--- src/rtl/adc_seq_pkg.sv ---
package adc_seq_pkg;
  localparam logic [7:0] A_GEN  = 8'h00;
  localparam logic [7:0] A_MODE = 8'h01;
  localparam logic [7:0] A_SEQ  = 8'h02;
  localparam logic [7:0] A_MAP  = 8'h03;
  localparam logic [7:0] A_RES  = 8'hA0;
  localparam int B_STATS = 5;
  localparam int B_START = 4;
  typedef enum logic [1:0] {ST_IDLE, ST_SCAN, ST_WAIT} scan_st_t;
endpackage

--- src/rtl/adc_seq_regs.sv ---
module adc_seq_regs import adc_seq_pkg::*; #(
  parameter int CH  = 8,
  parameter int RES = 12,
  localparam int CHW = $clog2(CH)
) (
  input  logic           clk,
  input  logic           rst,
  input  logic           wr_en,
  input  logic [7:0]     waddr,
  input  logic [7:0]     wdata,
  input  logic [7:0]     raddr,
  output logic [7:0]     rdata,
  input  logic           res_we,
  input  logic [CHW-1:0] res_ch,
  input  logic [RES-1:0] res_val,
  output logic           run,
  output logic [1:0]     ival_code,
  output logic [CH-1:0]  scan_map
);
  logic [7:0] gen_q, mode_q, seq_q, map_q;
  logic [CH-1:0] shadow_q;
  logic [RES-1:0] res_q [CH];

  always_ff @(posedge clk) begin
    if (rst) begin
      gen_q <= '0; mode_q <= '0; seq_q <= '0; map_q <= '0;
    end else if (wr_en) begin
      case (waddr)
        A_GEN:   gen_q  <= wdata;
        A_MODE:  mode_q <= wdata;
        A_SEQ:   seq_q  <= wdata;
        A_MAP:   map_q  <= wdata;
        default: ;
      endcase
    end
  end

  // bitmap copy tracks the register only while the sequencer is stopped
  always_ff @(posedge clk) begin
    if (rst) shadow_q <= '0;
    else if (!seq_q[B_START]) shadow_q <= map_q[CH-1:0];
  end

  always_ff @(posedge clk) begin
    if (rst) begin
      for (int i = 0; i < CH; i++) res_q[i] <= '0;
    end else if (res_we && gen_q[B_STATS]) begin
      res_q[res_ch] <= res_val;
    end
  end

  logic [7:0]  ridx;
  logic [15:0] rword;
  logic [7:0]  rnext;
  always_comb begin
    ridx  = raddr - A_RES;
    rword = '0;
    rnext = '0;
    case (raddr)
      A_GEN:  rnext = gen_q;
      A_MODE: rnext = mode_q;
      A_SEQ:  rnext = seq_q;
      A_MAP:  rnext = map_q;
      default: begin
        if (raddr >= A_RES && int'(ridx) < 2*CH) begin
          rword = 16'(res_q[ridx[CHW:1]]) << 4;
          rnext = ridx[0] ? rword[15:8] : rword[7:0];
        end
      end
    endcase
  end

  always_ff @(posedge clk) begin
    if (rst) rdata <= '0;
    else     rdata <= rnext;
  end

  assign run       = (mode_q[6:5] == 2'd1) && (seq_q[1:0] == 2'd1) && seq_q[B_START];
  assign ival_code = mode_q[1:0];
  assign scan_map  = shadow_q;

  p_map_frozen_r4: assert property (@(posedge clk) disable iff (rst)
    (seq_q[B_START] && $past(seq_q[B_START])) |-> $stable(shadow_q));

  for (genvar g = 0; g < CH; g++) begin : g_chk
    p_stats_gate_r6: assert property (@(posedge clk) disable iff (rst)
      !gen_q[B_STATS] |=> $stable(res_q[g]));
  end
endmodule

--- src/rtl/adc_seq_timer.sv ---
module adc_seq_timer #(
  parameter int TICK_DIV   = 50,
  parameter int BASE_TICKS = 750,
  localparam int PW = $clog2(TICK_DIV + 1),
  localparam int TW = $clog2((BASE_TICKS << 3) + 1)
) (
  input  logic       clk,
  input  logic       rst,
  input  logic       run,
  input  logic       restart,
  input  logic [1:0] code,
  output logic       expire
);
  logic [PW-1:0] pre_q;
  logic [TW-1:0] tck_q;
  logic [TW-1:0] limit;
  logic          tick;

  assign limit  = TW'(BASE_TICKS) << code;
  assign tick   = (pre_q == PW'(TICK_DIV - 1));
  assign expire = run && tick && (tck_q == limit - 1'b1);

  always_ff @(posedge clk) begin
    if (rst || !run || restart) begin
      pre_q <= '0;
      tck_q <= '0;
    end else if (tick) begin
      pre_q <= '0;
      tck_q <= (tck_q == limit - 1'b1) ? '0 : tck_q + 1'b1;
    end else begin
      pre_q <= pre_q + 1'b1;
    end
  end
endmodule

--- src/rtl/adc_conv_stub.sv ---
module adc_conv_stub #(
  parameter int CH          = 8,
  parameter int RES         = 12,
  parameter int CONV_CYCLES = 300,
  localparam int CHW = $clog2(CH),
  localparam int CW  = $clog2(CONV_CYCLES + 1)
) (
  input  logic              clk,
  input  logic              rst,
  input  logic              start_i,
  input  logic [CHW-1:0]    ch_i,
  input  logic [CH*RES-1:0] ain,
  output logic              done_o,
  output logic [RES-1:0]    code_o
);
  logic          busy_q;
  logic [CW-1:0] cnt_q;

  always_ff @(posedge clk) begin
    if (rst) begin
      busy_q <= 1'b0; cnt_q <= '0; done_o <= 1'b0; code_o <= '0;
    end else begin
      done_o <= 1'b0;
      if (start_i) begin
        busy_q <= 1'b1;
        cnt_q  <= CW'(CONV_CYCLES - 1);
        code_o <= ain[ch_i*RES +: RES];
      end else if (busy_q) begin
        if (cnt_q == '0) begin
          busy_q <= 1'b0;
          done_o <= 1'b1;
        end else begin
          cnt_q <= cnt_q - 1'b1;
        end
      end
    end
  end

  p_no_overlap_r3: assert property (@(posedge clk) disable iff (rst)
    start_i |-> !busy_q);
endmodule

--- src/rtl/adc_seq_ctrl.sv ---
module adc_seq_ctrl import adc_seq_pkg::*; #(
  parameter int CH = 8,
  localparam int CHW = $clog2(CH)
) (
  input  logic           clk,
  input  logic           rst,
  input  logic           run_i,
  input  logic           expire_i,
  input  logic [CH-1:0]  map_i,
  input  logic           done_i,
  output logic           scan_go,
  output logic           conv_start,
  output logic [CHW-1:0] conv_ch,
  output logic           res_we
);
  scan_st_t       st_q;
  logic [CH-1:0]  left_q;
  logic           run_d, kick_q, run_rise;
  logic [CHW-1:0] low_idx;

  always_comb begin
    low_idx = '0;
    for (int i = CH - 1; i >= 0; i--)
      if (left_q[i]) low_idx = CHW'(i);
  end

  assign run_rise = run_i && !run_d;
  assign scan_go  = (st_q == ST_IDLE) && run_i && (kick_q || expire_i || run_rise);
  assign res_we   = (st_q == ST_WAIT) && done_i;

  always_ff @(posedge clk) begin
    if (rst) begin
      st_q <= ST_IDLE; left_q <= '0; run_d <= 1'b0; kick_q <= 1'b0;
      conv_start <= 1'b0; conv_ch <= '0;
    end else begin
      run_d      <= run_i;
      conv_start <= 1'b0;
      if (!run_i || scan_go)            kick_q <= 1'b0;
      else if (run_rise || expire_i)    kick_q <= 1'b1;
      case (st_q)
        ST_IDLE: if (scan_go) begin
          left_q <= map_i;
          st_q   <= ST_SCAN;
        end
        ST_SCAN: begin
          if (!run_i || left_q == '0) begin
            st_q <= ST_IDLE;
          end else begin
            conv_start      <= 1'b1;
            conv_ch         <= low_idx;
            left_q[low_idx] <= 1'b0;
            st_q            <= ST_WAIT;
          end
        end
        ST_WAIT: if (done_i) st_q <= ST_SCAN;
        default: st_q <= ST_IDLE;
      endcase
    end
  end

  p_idle_unless_run_r2: assert property (@(posedge clk) disable iff (rst)
    !run_i |=> !conv_start);
  p_member_r3: assert property (@(posedge clk) disable iff (rst)
    conv_start |-> map_i[conv_ch]);
  p_strobe_pulse_r8: assert property (@(posedge clk) disable iff (rst)
    conv_start |=> !conv_start);
endmodule

--- src/rtl/adc_scan_seq.sv ---
module adc_scan_seq #(
  parameter int CH          = 8,
  parameter int RES         = 12,
  parameter int TICK_DIV    = 50,
  parameter int BASE_TICKS  = 750,
  parameter int CONV_CYCLES = 300,
  localparam int CHW = $clog2(CH)
) (
  input  logic              clk,
  input  logic              rst,
  input  logic              wr_en,
  input  logic [7:0]        waddr,
  input  logic [7:0]        wdata,
  input  logic [7:0]        raddr,
  output logic [7:0]        rdata,
  input  logic [CH*RES-1:0] ain_codes,
  output logic              conv_start_o,
  output logic [CHW-1:0]    conv_ch_o
);
  logic           run, expire, scan_go, done, res_we;
  logic [1:0]     code;
  logic [CH-1:0]  scan_map;
  logic [RES-1:0] conv_code;

  adc_seq_regs #(.CH(CH), .RES(RES)) u_regs (
    .clk, .rst, .wr_en, .waddr, .wdata, .raddr, .rdata,
    .res_we, .res_ch(conv_ch_o), .res_val(conv_code),
    .run, .ival_code(code), .scan_map);

  adc_seq_timer #(.TICK_DIV(TICK_DIV), .BASE_TICKS(BASE_TICKS)) u_timer (
    .clk, .rst, .run, .restart(scan_go), .code, .expire);

  adc_seq_ctrl #(.CH(CH)) u_ctrl (
    .clk, .rst, .run_i(run), .expire_i(expire), .map_i(scan_map),
    .done_i(done), .scan_go, .conv_start(conv_start_o), .conv_ch(conv_ch_o),
    .res_we);

  adc_conv_stub #(.CH(CH), .RES(RES), .CONV_CYCLES(CONV_CYCLES)) u_conv (
    .clk, .rst, .start_i(conv_start_o), .ch_i(conv_ch_o), .ain(ain_codes),
    .done_o(done), .code_o(conv_code));
endmodule

--- config.mk ---
export PLATFORM = sky130hd
export DESIGN_NAME = adc_scan_seq
export DESIGN_NICKNAME = d
export VERILOG_FILES = /design/src/rtl/adc_seq_pkg.sv /design/src/rtl/adc_seq_regs.sv /design/src/rtl/adc_seq_timer.sv /design/src/rtl/adc_conv_stub.sv /design/src/rtl/adc_seq_ctrl.sv /design/src/rtl/adc_scan_seq.sv
export SDC_FILE = /design/constraint.sdc
export NUM_CORES = 1
export LEC_CHECK = 0
export BUFFER_PORTS_ARGS = -buffer_cell sky130_fd_sc_hd__buf_2
export CORE_UTILIZATION = 50
export DETAILED_ROUTE_END_ITERATION = 12
export PLACE_DENSITY = 0.73
export REMOVE_ABC_BUFFERS = 1
export SYNTH_ARGS = -nofsm -noshare
export SYNTH_HDL_FRONTEND = slang
export SYNTH_SLANG_ARGS = --single-unit
--- constraint.sdc ---
create_clock -name clk -period 3 [get_ports clk]
set_input_delay 0.3 -clock clk [delete_from_list [all_inputs] [get_ports clk]]
set_output_delay 0.3 -clock clk [all_outputs]
set_load 0.02 [all_outputs]
==> results of run 1 <==
==> registers in the layout, summed over array words and instances, names as in the netlist, 2 cells and up <==
| signal | count |
|---|---|
| u_regs.gen_q | 8 |
| u_regs.res_q | 96 |
| u_ctrl.st_q | 2 |
| u_ctrl.left_q | 8 |
| u_timer.tck_q | 13 |
| u_regs.mode_q | 8 |
| u_regs.seq_q | 8 |
| u_ctrl.conv_ch | 3 |
| u_conv.code_o | 12 |
| u_timer.pre_q | 6 |
| u_regs.map_q | 8 |
| u_regs.rdata | 8 |
| u_regs.scan_map | 8 |
| u_conv.cnt_q | 9 |
==> worst paths after layout <==
check	startpoint	endpoint
min reg2reg	u_timer.pre_q[0]$_SDFF_PP0_	u_timer.pre_q[0]$_SDFF_PP0_
max reg2reg	u_regs.mode_q[0]$_SDFFE_PP0P_	u_ctrl.left_q[6]$_SDFFE_PP0P_
min	wdata[7]	u_regs.map_q[7]$_SDFFE_PP0P_
max	u_regs.mode_q[0]$_SDFFE_PP0P_	u_ctrl.left_q[6]$_SDFFE_PP0P_
==> power by group through the flow <==
stage / clock (mW) / combinational [mW] / sequential (mW)
after CTS: 2.76 / 0.300 / 2.94
after floorplan: 0 / 0.135 / 2.99
final: 2.70 / 0.296 / 2.94
after global routing: 2.85 / 0.320 / 2.94
after global placement: 0 / 0.293 / 3.00
after detailed placement: 0 / 0.299 / 3.00
==> synthesized netlist by cell type, types with 3 or more instances <==
| cell | count | area [um2] |
|---|---|---|
| a211oi_1 | 14 | 105 |
| a21oi_1 | 8 | 40.0 |
| a221oi_1 | 5 | 43.8 |
| a221oi_2 | 4 | 60.1 |
| a22o_1 | 3 | 26.3 |
| a22oi_1 | 15 | 113 |
| a31oi_1 | 6 | 37.5 |
| and2_1 | 97 | 607 |
| and3_1 | 5 | 31.3 |
| buf_1 | 3 | 11.3 |
| buf_2 | 5 | 25.0 |
| clkbuf_1 | 35 | 131 |
| dfxtp_1 | 106 | 2120 |
| edfxtp_1 | 96 | 2880 |
| ha_1 | 10 | 125 |
| inv_1 | 18 | 67.6 |
| mux2_2 | 9 | 101 |
| mux2i_1 | 57 | 571 |
| mux4_2 | 46 | 1040 |
| nand2_1 | 21 | 78.8 |
| nand2b_1 | 9 | 56.3 |
| nand3_1 | 16 | 80.1 |
| nand3b_1 | 6 | 45.0 |
| nand4_1 | 4 | 25.0 |
| nand4b_1 | 3 | 26.3 |
| nor2_1 | 101 | 379 |
| nor2b_1 | 4 | 25.0 |
| nor3_1 | 12 | 60.1 |
| nor4_1 | 3 | 18.8 |
| o21ai_0 | 7 | 35.0 |
| o22ai_1 | 5 | 31.3 |
| or2_2 | 11 | 68.8 |
| xnor2_1 | 15 | 131 |
| xor2_1 | 11 | 96.3 |
==> layout by cell type, fill, tap and decap left out, types with 10 or more instances in the layout <==
cell type and n:
a211oi_1 14, a22oi_1 15, and2_1 97, buf_2 134, buf_4 17, clkbuf_16 22, dfxtp_1 105, edfxtp_1 96
ha_1 10, inv_1 18, mux2i_1 57, mux4_2 46, nand2_1 21, nand3_1 16, nor2_1 101, nor3_1 12
or2_2 11, xnor2_1 15, xor2_1 11
==> cell families (layout without fill, tap and decap cells) <==
family | after synthesis | after routing
adder cells (fa/ha/maj) | 10 | 10
XOR/XNOR | 26 | 26
multiplexers | 112 | 112
AO/OA/AOI/OAI | 86 | 86
AND/OR/NAND/NOR | 319 | 319
flip-flops | 202 | 202
buffers and inverters | 62 | 209
==> through the flow <==
| stage | setup slack (ns) | instances | power, mW |
|---|---|---|---|
| 2_1_floorplan | 0.466 | 773 | 3.13 |
| 3_3_place_gp | 0.567 | 1184 | 3.29 |
| 3_5_place_dp | 0.500 | 1184 | 3.30 |
| 4_1_cts | 0.500 | 1224 | 6.00 |
| 5_1_grt | 0.263 | 1224 | 6.11 |
| 6_report | 0.520 | 1224 | 5.94 |
==> metal layers <==
layer	global-route usage	up-vias	wire [um]
li1	-	3260	-
met1	0.278	3292	9090
met2	0.401	228	11100
met3	0.0294	34	1160
met4	0.0623	0	457
met5	0	-	0
==> tightest hold or removal path: stages <==
cell and delay (ns):
buf_2 0.11, mux2i_1 0.07, nor2_1 0.07
==> layout make-up <==
type,instances,share of cell area
Clock buffer,33,0.0553
Timing Repair Buffer,151,0.0699
Sequential cell,202,0.438
Inverter,18,0.00591
Tap cell,260,0.0285
Multi-Input combinational cell,553,0.394
Clock inverter,7,0.00876
==> results.sh, run 1 <==
export IMPL_syn_avg_cell_area_um2=11.9
export IMPL_max_vdd_ir_drop_v=0.000395
export IMPL_setup_viol=0
export IMPL_syn_inst=817
export IMPL_post_dp_hpwl_um=15200
export IMPL_postPlaceCellArea_mm2=0.0107
export IMPL_ys_ff_latch=202
export IMPL_synth_top_family_by_area="simple AND/OR/NAND/NOR gates"
export IMPL_grt_pass1_vias=6645
export IMPL_crit_path_cell_trace="inv_1 > ha_1 > xnor2_1 > nand3_2 > or4_4 > o21a_1 > a221oi_1"
export IMPL_drv_cap=0
export IMPL_cts_root_buf="clkbuf_16"
export IMPL_synth_adder_area_share=0.0128
export IMPL_grt_pass1_wl_um=34400
export IMPL_coreArea_mm2=0.0189
export IMPL_ys_types=70
export IMPL_crit_path_start_kind="flip-flop"
export IMPL_cts_sinks=202
export IMPL_p_seq_frac=0.495
export IMPL_rrSetupSlack_ns=0.52
export IMPL_clock_fmax_ghz=0.403
export IMPL_diodes=0
export IMPL_path_clk_slew_ns=0.06
export IMPL_ant_nets=0
export IMPL_seq_area_frac_synth=0.513
export IMPL_dr_total_vias=6814
export IMPL_fin_area_mm2=0.0114
export IMPL_num_nets_final=1081
export IMPL_seq_area_mm2=0.00501
export IMPL_critPathBufInv=1
export IMPL_worstPathRequired_ns=3.40
export IMPL_synth_compound_area_frac=0.0675
export IMPL_tightest_slew_ns=0.771
export IMPL_grt_max_degree=53
export IMPL_async_flop_share=0
export IMPL_p_leak_nw=4.40
export IMPL_pwr_share_comb=0.050
export IMPL_finish_utilization=0.605
export IMPL_viasPerCell=5.57
export IMPL_netlist_area_mm2=0.00975
export IMPL_worstSetupEndpointType="flip-flop"
export IMPL_clkLatencyLatePin_ns=0.51
export IMPL_hold_viol_final=0
export IMPL_finClkSkew_ns=0.0219
export IMPL_final_min_clock_period_ns=2.48
export IMPL_cts_resized=0
export IMPL_slew_headroom=0.473
export IMPL_final_setup_tns_ns=0
export IMPL_grt_setup_unrepaired="false"
export IMPL_fill_cells=1571
export IMPL_switching_power_mw=1.23
export IMPL_power_frac_clock=0.455
export IMPL_switching_share=0.207
export IMPL_cp_data_arrival_time_ns=2.88
export IMPL_overflow=0
export IMPL_synthMuxAreaShare=0.175
export IMPL_wirelength_um=21800
export IMPL_cp_depth=7
export IMPL_powerDensity_mw_per_mm2=520
export IMPL_postCtsHoldBufs=0
export IMPL_areaGrowthSynthToFinish_pct=17.2
export IMPL_drv_slew=0
export IMPL_cp_max_fo=11
export IMPL_hold_path_class="in2reg"
export IMPL_hold_depth=3
export IMPL_reg2regPathDepth=7
export IMPL_drt_pre_antenna_iters=5
export IMPL_synth_edf_count=96
export IMPL_antenna_found_initial=0
export IMPL_routabilityCongestion=0.898
export IMPL_grtUsageTotal=0.222
export IMPL_hold_ws_ns=0.0913
export IMPL_post_cts_setup_buffer_count=0
export IMPL_crit_slowest_cell="or4_4"
export IMPL_multiInputGateArea_mm2=0.00450
export IMPL_dieArea_mm2=0.0201
export IMPL_ios=135
export IMPL_io_buffers=134
export IMPL_htreeDepth=1
export IMPL_clockBufferDepth=3
export IMPL_routedWlPerCell_um=17.8
export IMPL_start_util=0.516
export IMPL_path_delay_family="compound AO/OA/AOI/OAI gates"
export IMPL_drc_errors=0
export IMPL_path_class="reg2reg"
export IMPL_internal_power_mw=4.71
export IMPL_synthSimpleGateAreaFrac=0.182
export IMPL_drt_iter0_drc=396
export IMPL_outcome="finished, final reports clean"
export IMPL_synth_ff_type="dfxtp_1"
export IMPL_cpPeakStageDelay_ns=0.53
export IMPL_period_share=0.827
export IMPL_fp_dieW_um=142
export IMPL_rows=50
export IMPL_cts_tree="built"
export IMPL_die_h_um=142
export IMPL_cts_made_buffers=22
export IMPL_drive_above_1_share=0.282
export IMPL_yosysWarnings=0
export IMPL_synth_xor_area_frac=0.0234
No activity file was read; power rests on OpenSTA's default activity.
==> run 2, diff against run 1 <==
Clock period 3 ns to 2.3 ns, I/O delays scaled along.
==> results.sh, run 2 (same netlist as run 1, synthesis figures left out) <==
export IMPL_cp_max_fo=11
export IMPL_hold_depth=3
export IMPL_drt_iter0_drc=498
export IMPL_clkLatencyLatePin_ns=0.51
export IMPL_period_share=0.953
export IMPL_overflow=0
export IMPL_routedWlPerCell_um=17.7
export IMPL_die_h_um=142
export IMPL_final_setup_tns_ns=0
export IMPL_grt_max_degree=94
export IMPL_dr_total_vias=6940
export IMPL_areaGrowthSynthToFinish_pct=19.6
export IMPL_worstSetupEndpointType="flip-flop"
export IMPL_fp_dieW_um=142
export IMPL_num_nets_final=1102
export IMPL_viasPerCell=5.57
export IMPL_crit_path_cell_trace="buf_4 > ha_2 > nor4bb_2 > o22ai_2 > or4_4 > o21a_4 > a221oi_2"
export IMPL_final_min_clock_period_ns=2.19
export IMPL_outcome="finished, final reports clean"
export IMPL_max_vdd_ir_drop_v=0.000457
export IMPL_reg2regPathDepth=7
export IMPL_grtUsageTotal=0.224
export IMPL_clockBufferDepth=3
export IMPL_drt_pre_antenna_iters=5
export IMPL_hold_path_class="in2reg"
export IMPL_crit_slowest_cell="or4_4"
export IMPL_post_dp_hpwl_um=14900
export IMPL_io_buffers=134
export IMPL_regMostFlops="u_regs.res_q"
export IMPL_htreeDepth=1
export IMPL_rows=50
export IMPL_hold_viol_final=0
export IMPL_path_class="reg2reg"
export IMPL_p_leak_nw=4.50
export IMPL_cts_tree="built"
export IMPL_dieArea_mm2=0.0201
export IMPL_setup_viol=0
export IMPL_drc_errors=0
export IMPL_ios=135
export IMPL_drv_slew=0
export IMPL_cts_made_buffers=22
export IMPL_post_cts_setup_buffer_count=0
export IMPL_finish_utilization=0.617
export IMPL_grt_pass1_wl_um=35000
export IMPL_final_common_cell="buf_2"
export IMPL_slew_headroom=0.427
export IMPL_clock_fmax_ghz=0.456
export IMPL_largest_reg_flops=96
export IMPL_layout_common_cells="134 x buf_2, 104 x dfxtp_1, 101 x nor2_1"
export IMPL_drive_above_1_share=0.304
export IMPL_cts_root_buf="clkbuf_16"
export IMPL_routabilityCongestion=0.848
export IMPL_worst_slack_ns=0.109
export IMPL_coreArea_mm2=0.0189
export IMPL_drv_cap=0
export IMPL_finClkSkew_ns=0.0122
export IMPL_tightest_slew_ns=0.838
export IMPL_path_clk_slew_ns=0.06
export IMPL_fin_area_mm2=0.0117
export IMPL_wirelength_um=22000
export IMPL_worstPathRequired_ns=2.71
export IMPL_crit_path_start_kind="flip-flop"
export IMPL_hold_ws_ns=0.0223
export IMPL_reg_top3="u_regs.res_q: 96 flops, u_timer.tck_q: 13 flops, u_conv.code_o: 12 flops"
export IMPL_ant_nets=0
export IMPL_start_util=0.516
export IMPL_grt_pass1_vias=6995
export IMPL_cts_sinks=202
export IMPL_antenna_found_initial=0
export IMPL_pre_cts_slack_ns=-0.0679
export IMPL_postPlaceCellArea_mm2=0.0109
export IMPL_cpPeakStageDelay_ns=0.47
export IMPL_diodes=0
export IMPL_cp_data_arrival_time_ns=2.60
export IMPL_powerDensity_mw_per_mm2=649
## run 2: worst paths after layout
path | slack [ns] | to | startpoint
worst max-delay path | 0.11 | u_ctrl.left_q[6]$_SDFFE_PP0P_ | u_regs.mode_q[1]$_SDFFE_PP0P_
worst min-delay path | 0.02 | u_regs.seq_q[2]$_SDFFE_PP0P_ | wdata[2]
worst max register to register | 0.11 | u_ctrl.left_q[6]$_SDFFE_PP0P_ | u_regs.mode_q[1]$_SDFFE_PP0P_
worst min register to register | 0.46 | u_conv.done_o$_SDFF_PP0_ | u_conv.cnt_q[8]$_SDFFE_PP0P_
## run 2: timing repair
action | 4_1_cts | 5_1_grt
pin swaps | 0 | 4
hold buffers | 0 | 0
gates resized for setup | 3 | 8
setup endpoints to repair | 5 | 11
## run 2: area by class of cell
cell class	count	area [um2]
Fill cell	1524	7230
Sequential cell	202	5010
Multi-Input combinational cell	553	4550
Timing Repair Buffer	172	1030
Clock buffer	32	598
Tap cell	260	325
Clock inverter	8	82.6
Inverter	18	67.6
## run 2: critical path: cells and delay by family (launching register included)
kind	cells	cell delay, ns
and+or+nand+nor	2	0.78
AOI/OAI and AO/OA	3	0.68
DFF	1	0.31
adders and majority gates	1	0.18
buffers and inverters	1	0.15
## run 2: stage by stage
step	total power, mW	std cells
final	7.56	1245
after detailed placement	4.31	1205
after global placement	4.30	1205
after CTS	7.62	1245
after floorplan	4.08	773
after global routing	7.80	1245
## run 2: report_power, final
group          total, mW  switching (mW)  internal (mW)
Combinational      0.403           0.195          0.208
Clock               3.33            1.40           1.93
Sequential          3.83          0.0160           3.81
Total               7.56            1.61           5.95
## run 2: per-layer routing
metal  wire [um]  part of all wire  track usage  up-vias
li1            -                 -            -     3311
met1        8990              0.41        0.276     3362
met2       11400              0.52        0.410      232
met3        1170             0.053       0.0314       35
met4         468             0.021       0.0628        0
met5           0                 0            0        -
